===== src/rtl/lbus_mem_seq_pkg.sv =====
package lbus_mem_seq_pkg;
   typedef enum logic [1:0] {
      ST_IDLE = 2'd0,
      ST_TS   = 2'd1,
      ST_TW   = 2'd2,
      ST_TC   = 2'd3
   } seq_state_t;
endpackage


===== src/rtl/lbus_mem_seq_ctrl.sv =====
module lbus_mem_seq_ctrl
   import lbus_mem_seq_pkg::*;
#(
   parameter int ADDR_W    = 24,
   parameter int DW        = 8,
   parameter int DEF_WAITS = 4,
   parameter int TO_LIMIT  = 64,
   parameter bit NOWS_EN   = 1'b1
) (
   input  logic              clk,
   input  logic              rst_n,
   input  logic              req_valid_i,
   input  logic              req_write_i,
   input  logic [ADDR_W-1:0] req_addr_i,
   input  logic [DW-1:0]     req_wdata_i,
   input  logic [DW-1:0]     sd_i,
   input  logic              chrdy_i,
   input  logic              nows_n_i,
   output seq_state_t        state_o,
   output logic              ph_o,
   output logic              first_o,
   output logic [ADDR_W-1:0] addr_o,
   output logic              wr_o,
   output logic [DW-1:0]     wdata_o,
   output logic              sa_hold_o,
   output logic              done_o,
   output logic [DW-1:0]     rdata_o,
   output logic              timeout_o
);
   localparam int WC_W = (DEF_WAITS < 2) ? 1 : $clog2(DEF_WAITS);
   localparam int EC_W = $clog2(TO_LIMIT + 1);
   localparam logic [WC_W-1:0] WC_LAST = WC_W'(DEF_WAITS - 1);
   localparam logic [EC_W-1:0] EC_LIM  = EC_W'(TO_LIMIT);

   if (DEF_WAITS < 1) begin : g_bad_waits
      $error("DEF_WAITS must be at least 1");
   end
   if (TO_LIMIT < 1) begin : g_bad_limit
      $error("TO_LIMIT must be at least 1");
   end

   seq_state_t        state_q;
   logic              ph_q;
   logic [WC_W-1:0]   wcnt_q;
   logic [EC_W-1:0]   ecnt_q;
   logic              to_q;
   logic [ADDR_W-1:0] addr_q;
   logic              wr_q;
   logic [DW-1:0]     wdata_q;
   logic              sa_hold_q;
   logic              done_q;
   logic [DW-1:0]     rdata_q;
   logic              timeout_q;
   logic              nows_act;

   if (NOWS_EN) begin : g_nows
      assign nows_act = ~nows_n_i;
   end else begin : g_no_nows
      assign nows_act = 1'b0;
   end

   always_ff @(posedge clk) begin
      if (!rst_n) begin
         ph_q      <= 1'b0;
         state_q   <= ST_IDLE;
         wcnt_q    <= '0;
         ecnt_q    <= '0;
         to_q      <= 1'b0;
         addr_q    <= '0;
         wr_q      <= 1'b0;
         wdata_q   <= '0;
         sa_hold_q <= 1'b0;
         done_q    <= 1'b0;
         rdata_q   <= '0;
         timeout_q <= 1'b0;
      end else begin
         ph_q      <= ~ph_q;
         done_q    <= 1'b0;
         sa_hold_q <= 1'b0;
         if (ph_q) begin
            case (state_q)
               ST_IDLE: begin
                  if (req_valid_i) begin
                     state_q <= ST_TS;
                     addr_q  <= req_addr_i;
                     wr_q    <= req_write_i;
                     wdata_q <= req_wdata_i;
                     wcnt_q  <= '0;
                     ecnt_q  <= '0;
                     to_q    <= 1'b0;
                  end
               end
               ST_TS: state_q <= ST_TW;
               ST_TW: begin
                  if (!chrdy_i) begin
                     if (ecnt_q == EC_LIM) begin
                        to_q    <= 1'b1;
                        state_q <= ST_TC;
                     end else begin
                        ecnt_q <= ecnt_q + 1'b1;
                     end
                  end else if (nows_act || wcnt_q == WC_LAST) begin
                     state_q <= ST_TC;
                  end else begin
                     wcnt_q <= wcnt_q + 1'b1;
                  end
               end
               ST_TC: begin
                  state_q   <= ST_IDLE;
                  done_q    <= 1'b1;
                  sa_hold_q <= 1'b1;
                  timeout_q <= to_q;
                  if (!wr_q) rdata_q <= sd_i;
               end
               default: state_q <= ST_IDLE;
            endcase
         end
      end
   end

   assign state_o   = state_q;
   assign ph_o      = ph_q;
   assign first_o   = (wcnt_q == '0) && (ecnt_q == '0);
   assign addr_o    = addr_q;
   assign wr_o      = wr_q;
   assign wdata_o   = wdata_q;
   assign sa_hold_o = sa_hold_q;
   assign done_o    = done_q;
   assign rdata_o   = rdata_q;
   assign timeout_o = timeout_q;

   // states change only at the end of the low half of the bus clock
   a_r1_state_on_low_half: assert property (@(posedge clk) disable iff (!rst_n)
      !ph_q |=> $stable(state_q));
   // a low ready sample below the limit keeps the cycle in wait
   a_r6_ready_extends: assert property (@(posedge clk) disable iff (!rst_n)
      (state_q == ST_TW && ph_q && !chrdy_i && ecnt_q != EC_LIM) |=> state_q == ST_TW);
   // added wait count never passes the watchdog limit
   a_r8_ext_bounded: assert property (@(posedge clk) disable iff (!rst_n)
      ecnt_q <= EC_LIM);
   // completion is a single tick
   a_r9_done_pulse: assert property (@(posedge clk) disable iff (!rst_n)
      done_q |=> !done_q);
   // a running cycle keeps its captured address
   a_r10_busy_ignores: assert property (@(posedge clk) disable iff (!rst_n)
      (state_q != ST_IDLE) |=> $stable(addr_q));
endmodule


===== src/rtl/lbus_mem_seq_drv.sv =====
module lbus_mem_seq_drv
   import lbus_mem_seq_pkg::*;
#(
   parameter int ADDR_W = 24,
   parameter int LA_LO  = 17,
   parameter int SA_W   = 20,
   parameter int DW     = 8
) (
   input  logic              clk,
   input  logic              rst_n,
   input  seq_state_t        state_i,
   input  logic              ph_i,
   input  logic              first_i,
   input  logic [ADDR_W-1:0] addr_i,
   input  logic              wr_i,
   input  logic [DW-1:0]     wdata_i,
   input  logic              sa_hold_i,
   output logic              bclk_o,
   output logic              bale_o,
   output logic [ADDR_W-LA_LO-1:0] la_o,
   output logic              la_en_o,
   output logic [SA_W-1:0]   sa_o,
   output logic              sa_en_o,
   output logic              memr_n_o,
   output logic              memw_n_o,
   output logic [DW-1:0]     sd_o,
   output logic              sd_oe_o
);
   localparam int LA_W = ADDR_W - LA_LO;

   if (LA_W < 1 || SA_W > ADDR_W) begin : g_bad_addr
      $error("address split does not fit ADDR_W");
   end

   logic in_ts, in_tw, in_tc, cmd;

   always_comb begin
      in_ts    = (state_i == ST_TS);
      in_tw    = (state_i == ST_TW);
      in_tc    = (state_i == ST_TC);
      cmd      = in_tw | in_tc;
      bclk_o   = ~ph_i;
      bale_o   = in_ts & ph_i;
      la_en_o  = in_ts | (in_tw & first_i & ~ph_i);
      sa_en_o  = (in_ts & ph_i) | cmd | sa_hold_i;
      memr_n_o = ~(cmd & ~wr_i);
      memw_n_o = ~(cmd & wr_i);
      sd_oe_o  = cmd & wr_i;
      la_o     = la_en_o ? addr_i[ADDR_W-1:LA_LO] : '0;
      sa_o     = sa_en_o ? addr_i[SA_W-1:0] : '0;
      sd_o     = sd_oe_o ? wdata_i : '0;
   end

   // address latch enable lasts one tick
   a_r2_bale_single: assert property (@(posedge clk) disable iff (!rst_n)
      bale_o |=> !bale_o);
   // upper address is released while the command is already active
   a_r3_la_release_in_cmd: assert property (@(posedge clk) disable iff (!rst_n)
      $fell(la_en_o) |-> (!memr_n_o || !memw_n_o));
   // lower address covers every command tick
   a_r4_sa_covers_cmd: assert property (@(posedge clk) disable iff (!rst_n)
      (!memr_n_o || !memw_n_o) |-> sa_en_o);
   // never both commands at once
   a_r5_cmd_exclusive: assert property (@(posedge clk) disable iff (!rst_n)
      !(!memr_n_o && !memw_n_o));
endmodule


===== src/rtl/lbus_mem_seq.sv =====
module lbus_mem_seq
   import lbus_mem_seq_pkg::*;
#(
   parameter int ADDR_W    = 24,
   parameter int LA_LO     = 17,
   parameter int SA_W      = 20,
   parameter int DW        = 8,
   parameter int DEF_WAITS = 4,
   parameter int TO_LIMIT  = 64,
   parameter bit NOWS_EN   = 1'b1
) (
   input  logic              clk,
   input  logic              rst_n,
   input  logic              req_valid_i,
   input  logic              req_write_i,
   input  logic [ADDR_W-1:0] req_addr_i,
   input  logic [DW-1:0]     req_wdata_i,
   output logic              bclk_o,
   output logic              bale_o,
   output logic [ADDR_W-LA_LO-1:0] la_o,
   output logic              la_en_o,
   output logic [SA_W-1:0]   sa_o,
   output logic              sa_en_o,
   output logic              memr_n_o,
   output logic              memw_n_o,
   output logic [DW-1:0]     sd_o,
   output logic              sd_oe_o,
   input  logic [DW-1:0]     sd_i,
   input  logic              chrdy_i,
   input  logic              nows_n_i,
   output logic              done_o,
   output logic [DW-1:0]     rdata_o,
   output logic              timeout_o
);
   seq_state_t        state;
   logic              ph, first, wr, sa_hold;
   logic [ADDR_W-1:0] addr;
   logic [DW-1:0]     wdata;

   lbus_mem_seq_ctrl #(
      .ADDR_W(ADDR_W), .DW(DW), .DEF_WAITS(DEF_WAITS),
      .TO_LIMIT(TO_LIMIT), .NOWS_EN(NOWS_EN)
   ) ctrl_i (
      .clk(clk), .rst_n(rst_n),
      .req_valid_i(req_valid_i), .req_write_i(req_write_i),
      .req_addr_i(req_addr_i), .req_wdata_i(req_wdata_i),
      .sd_i(sd_i), .chrdy_i(chrdy_i), .nows_n_i(nows_n_i),
      .state_o(state), .ph_o(ph), .first_o(first), .addr_o(addr),
      .wr_o(wr), .wdata_o(wdata), .sa_hold_o(sa_hold),
      .done_o(done_o), .rdata_o(rdata_o), .timeout_o(timeout_o)
   );

   lbus_mem_seq_drv #(
      .ADDR_W(ADDR_W), .LA_LO(LA_LO), .SA_W(SA_W), .DW(DW)
   ) drv_i (
      .clk(clk), .rst_n(rst_n),
      .state_i(state), .ph_i(ph), .first_i(first), .addr_i(addr),
      .wr_i(wr), .wdata_i(wdata), .sa_hold_i(sa_hold),
      .bclk_o(bclk_o), .bale_o(bale_o), .la_o(la_o), .la_en_o(la_en_o),
      .sa_o(sa_o), .sa_en_o(sa_en_o), .memr_n_o(memr_n_o),
      .memw_n_o(memw_n_o), .sd_o(sd_o), .sd_oe_o(sd_oe_o)
   );
endmodule


===== config.mk =====
export PLATFORM = sky130hd
export DESIGN_NAME = lbus_mem_seq
export DESIGN_NICKNAME = d
export VERILOG_FILES = /design/src/rtl/lbus_mem_seq_pkg.sv /design/src/rtl/lbus_mem_seq_ctrl.sv /design/src/rtl/lbus_mem_seq_drv.sv /design/src/rtl/lbus_mem_seq.sv
export SDC_FILE = /design/constraint.sdc
export NUM_CORES = 1
export LEC_CHECK = 0
export BUFFER_PORTS_ARGS = -buffer_cell sky130_fd_sc_hd__buf_4
export CORE_MARGIN = 2
export CORE_UTILIZATION = 45
export DETAILED_ROUTE_END_ITERATION = 6
export GPL_TIMING_DRIVEN = 0
export PLACE_DENSITY_LB_ADDON = 0.08
export SLEW_MARGIN = 20
export SYNTH_ARGS = -nofsm -noshare
export SYNTH_HDL_FRONTEND = slang
export SYNTH_SLANG_ARGS = --single-unit

===== constraint.sdc =====
create_clock -name clk -period 1.52 [get_ports clk]
set_input_delay 0.228 -clock clk [delete_from_list [all_inputs] [get_ports clk]]
set_output_delay 0.228 -clock clk [all_outputs]
set_load 0.005 [all_outputs]

==> metrics <==
Most used DFF post-synth=dfxtp_1; total gr overflow=0; crit share post-route=1.30; top-count cell post-synth=nand2_1; DRC Markers=0; synthesis-stage register bit count=between 50 and 60; Die ar.=between 6000 and 7000 sq um; Ports=a little under 100; Syn Std Cell Area=between 2000 and 3000 sq um; final wirelength=between 7000 and 8000 um; antenna viol nets, final=0; drt initial violations=around 100; Total Power=a little over 3 mW; reg-to-reg critical path endpoint=ctrl_i.ecnt_q[5]$_SDFFE_PN0P_; Die Width=between 80 and 90 um; clock tree buffer depth=2; routed len/inst=between 10 and 15 um; vias in the first global route=between 2000 and 2500; Root Buffer=clkbuf_8; post-route insts no fill=519; P&R area growth vs syn=50.1%; Place WS=-322 ps; maxcap violations=0; GRT Overall Usage=0.212; first-pass GRT wire length=~11000 um; largest area contributor in the netlist=dfxtp_1; CTS H-tree lvls=2; core area=5850 sq um; register area share after synthesis=0.415; status=complete, but fails checks; Worst Path Required=between 1000 and 1500 ps; Via density=4.91; asr flop ratio synth=0; Mapped Avg Cell Area=8.36 sq um; port buffer count=97; Setup Skew=about 2.4 ps; area share of the largest cell type after synthesis=0.415; synth cell count leaders=nand2_1 (90), dfxtp_1 (56), a21boi_0 (42), nor2b_1 (29), inv_1 (12); clk slew on worst S/H paths=approximately 100 ps; reg2reg path depth=7; routed vias=about 2500; R2R Setup Slk=-130 ps; clk sinks=56; Die Y-Extent=81.4 um; largest net degree at the start of global routing=17; final worst setup slack=-460 ps; final hold vios=0; Critical Path Sink=sa_o[14]; fin. max-slew vios=0; dpl hpwl=4780 um; Crit. End Element=output pin; final antenna diode count=0; # setup viols final=approximately 50; CP startpoint kind=flip-flop; fillers=around 510; # rows=28; post-layout net count=approximately 500; RSZ-0062 raised after global routing=true; PwrDens=around 760 nW/um^2; f_max=a little over 0.5 GHz; clock period minus worst slack=between 1500 and 2000 ps; Relative slew margins=0.710; Synth warnings=0; crit path DAT=between 1500 and 2000 ps; Synth cell types=45; Post-synth EDFFs=0; Worst R2R Start=ctrl_i.state_o[0]$_SDFFE_PN0P_; CTS Buf Count=5; Synth area leaders=dfxtp_1 (42%), nand2_1 (13%), a21boi_0 (12%); initial core utilization=0.461; peak supply drop=roughly 450 uV; routability cong.=about 0.84; leakage=1.69 nW; initial antenna violation count=0; Slew @ Worst Pin=436 ps; WHS=between 150 and 200 ps; CP Max Fanout=6; Net Count, Synth=~380; Cells after Synth=323; failing checks=setup timing; Hold Crit Class=primary input to flip-flop; Worst-Skew Late Latency=slightly above 300 ps; Final Util=0.692; Critical Path Source=ctrl_i.state_o[0]$_SDFFE_PN0P_; CTS tree=done; layout cells sized above 1=0.414; placed cells=between 400 and 500; Crit Path Category=flip-flop to output pin; first drt pass iteration count=4
## critical path, stage by stage, from the launching register on
cell	delay (ps)
dfxtp_2	370
inv_2	60
ha_4	170
buf_8	130
nor4_4	270
buf_6	160
buf_6	120
nor2b_1	50
buf_4	130
## report_power, final
part	switching, mW	internal, mW
registers	0.0258	1.51
clock network	0.480	0.582
logic	0.213	0.254
total	0.718	2.34
## metal layers
layer | part of all wire | global-route usage
met5 | 0 | 0
met4 | 0.012 | 0.0729
met2 | 0.50 | 0.357
met1 | 0.44 | 0.273
met3 | 0.047 | 0.0396
## registers in the layout (all words and copies together), names as in the netlist
register	flops
ctrl_i.wcnt_q	2
ctrl_i.ecnt_q	7
ctrl_i.addr_o	24
ctrl_i.timeout_o	1
ctrl_i.wdata_o	8
ctrl_i.rdata_o	8
ctrl_i.sa_hold_o	1
ctrl_i.ph_o	1
ctrl_i.wr_o	1
ctrl_i.to_q	1
ctrl_i.state_o	2
## per-stage QoR
step	area [sq um]	TNS [ps]
floorplan	2730	-7.70
global placement	3550	-14310
detailed placement	3550	-16420
CTS	3900	-17030
global route	4050	-20150
finish	4050	-17150
## worst min path at each step
| stage | startpoint | endpoint | slack, ps | cells past startpoint |
|---|---|---|---|---|
| finish | req_addr_i[16] | ctrl_i.addr_o[16]$_SDFFE_PN0P_ | 160 | 3 |
| detailed placement | ctrl_i.addr_o[13]$_SDFFE_PN0P_ | ctrl_i.addr_o[13]$_SDFFE_PN0P_ | 450 | 2 |
| CTS | sd_i[4] | ctrl_i.rdata_o[4]$_SDFFE_PN0P_ | 160 | 3 |
| global placement | ctrl_i.addr_o[3]$_SDFFE_PN0P_ | ctrl_i.addr_o[3]$_SDFFE_PN0P_ | 450 | 2 |
| floorplan | req_addr_i[0] | ctrl_i.addr_o[0]$_SDFFE_PN0P_ | 370 | 2 |
| global route | req_addr_i[15] | ctrl_i.addr_o[15]$_SDFFE_PN0P_ | 160 | 3 |
## cell usage in the layout, fill, tap and decap left out, types with 2 or more instances in the layout
cell type | Yosys | final
nor2_1 | 6 | 5
nand3_1 | 6 | 6
o21ai_2 | 0 | 2
o21a_1 | 3 | 2
buf_4 | 1 | 111
dfxtp_1 | 56 | 53
o221ai_2 | 2 | 2
o21a_4 | 0 | 2
a31oi_1 | 4 | 4
inv_2 | 0 | 4
and2_4 | 0 | 9
clkbuf_1 | 10 | 5
nor2b_1 | 29 | 23
nor2b_4 | 0 | 2
nand2_4 | 0 | 2
mux2i_1 | 4 | 4
buf_6 | 1 | 12
o21ai_0 | 2 | 2
a21boi_0 | 42 | 40
nor2b_2 | 0 | 4
and2_1 | 10 | 2
dfxtp_2 | 0 | 2
clkbuf_8 | 0 | 7
and3_2 | 2 | 2
ha_1 | 9 | 4
inv_1 | 12 | 8
a21boi_1 | 0 | 2
nand2_1 | 90 | 90
ha_4 | 0 | 4
## final cells by class
type	instances	area [sq um]	share of cell area
Sequential cell	56	1130	0.278
Multi-Input combinational cell	238	1650	0.407
Tap cell	75	93.8	0.0232
Inverter	13	51.3	0.0127
Timing Repair Buffer	114	886	0.219
Buffer	15	116	0.0287
Clock buffer	7	96.3	0.0238
Clock inverter	1	30.0	0.00741
## cells by family after synthesis
family	share of synthesized area
flip-flops	0.415
buffers and inverters	0.0491
adder cells (fa/ha/maj)	0.0417
AO/OA/AOI/OAI	0.182
multiplexers	0.0148
AND/OR/NAND/NOR	0.294
XOR/XNOR	0.00325
## repair_timing
action                     4_1_cts  5_1_grt
pin swaps                       10       13
setup endpoints to repair       87       90
setup buffers                   12        6
hold buffers                     0        0
hold endpoints to repair         0        0
cloned                           2        1
resized for setup               36       47
Power figures use the tool's default switching activity.
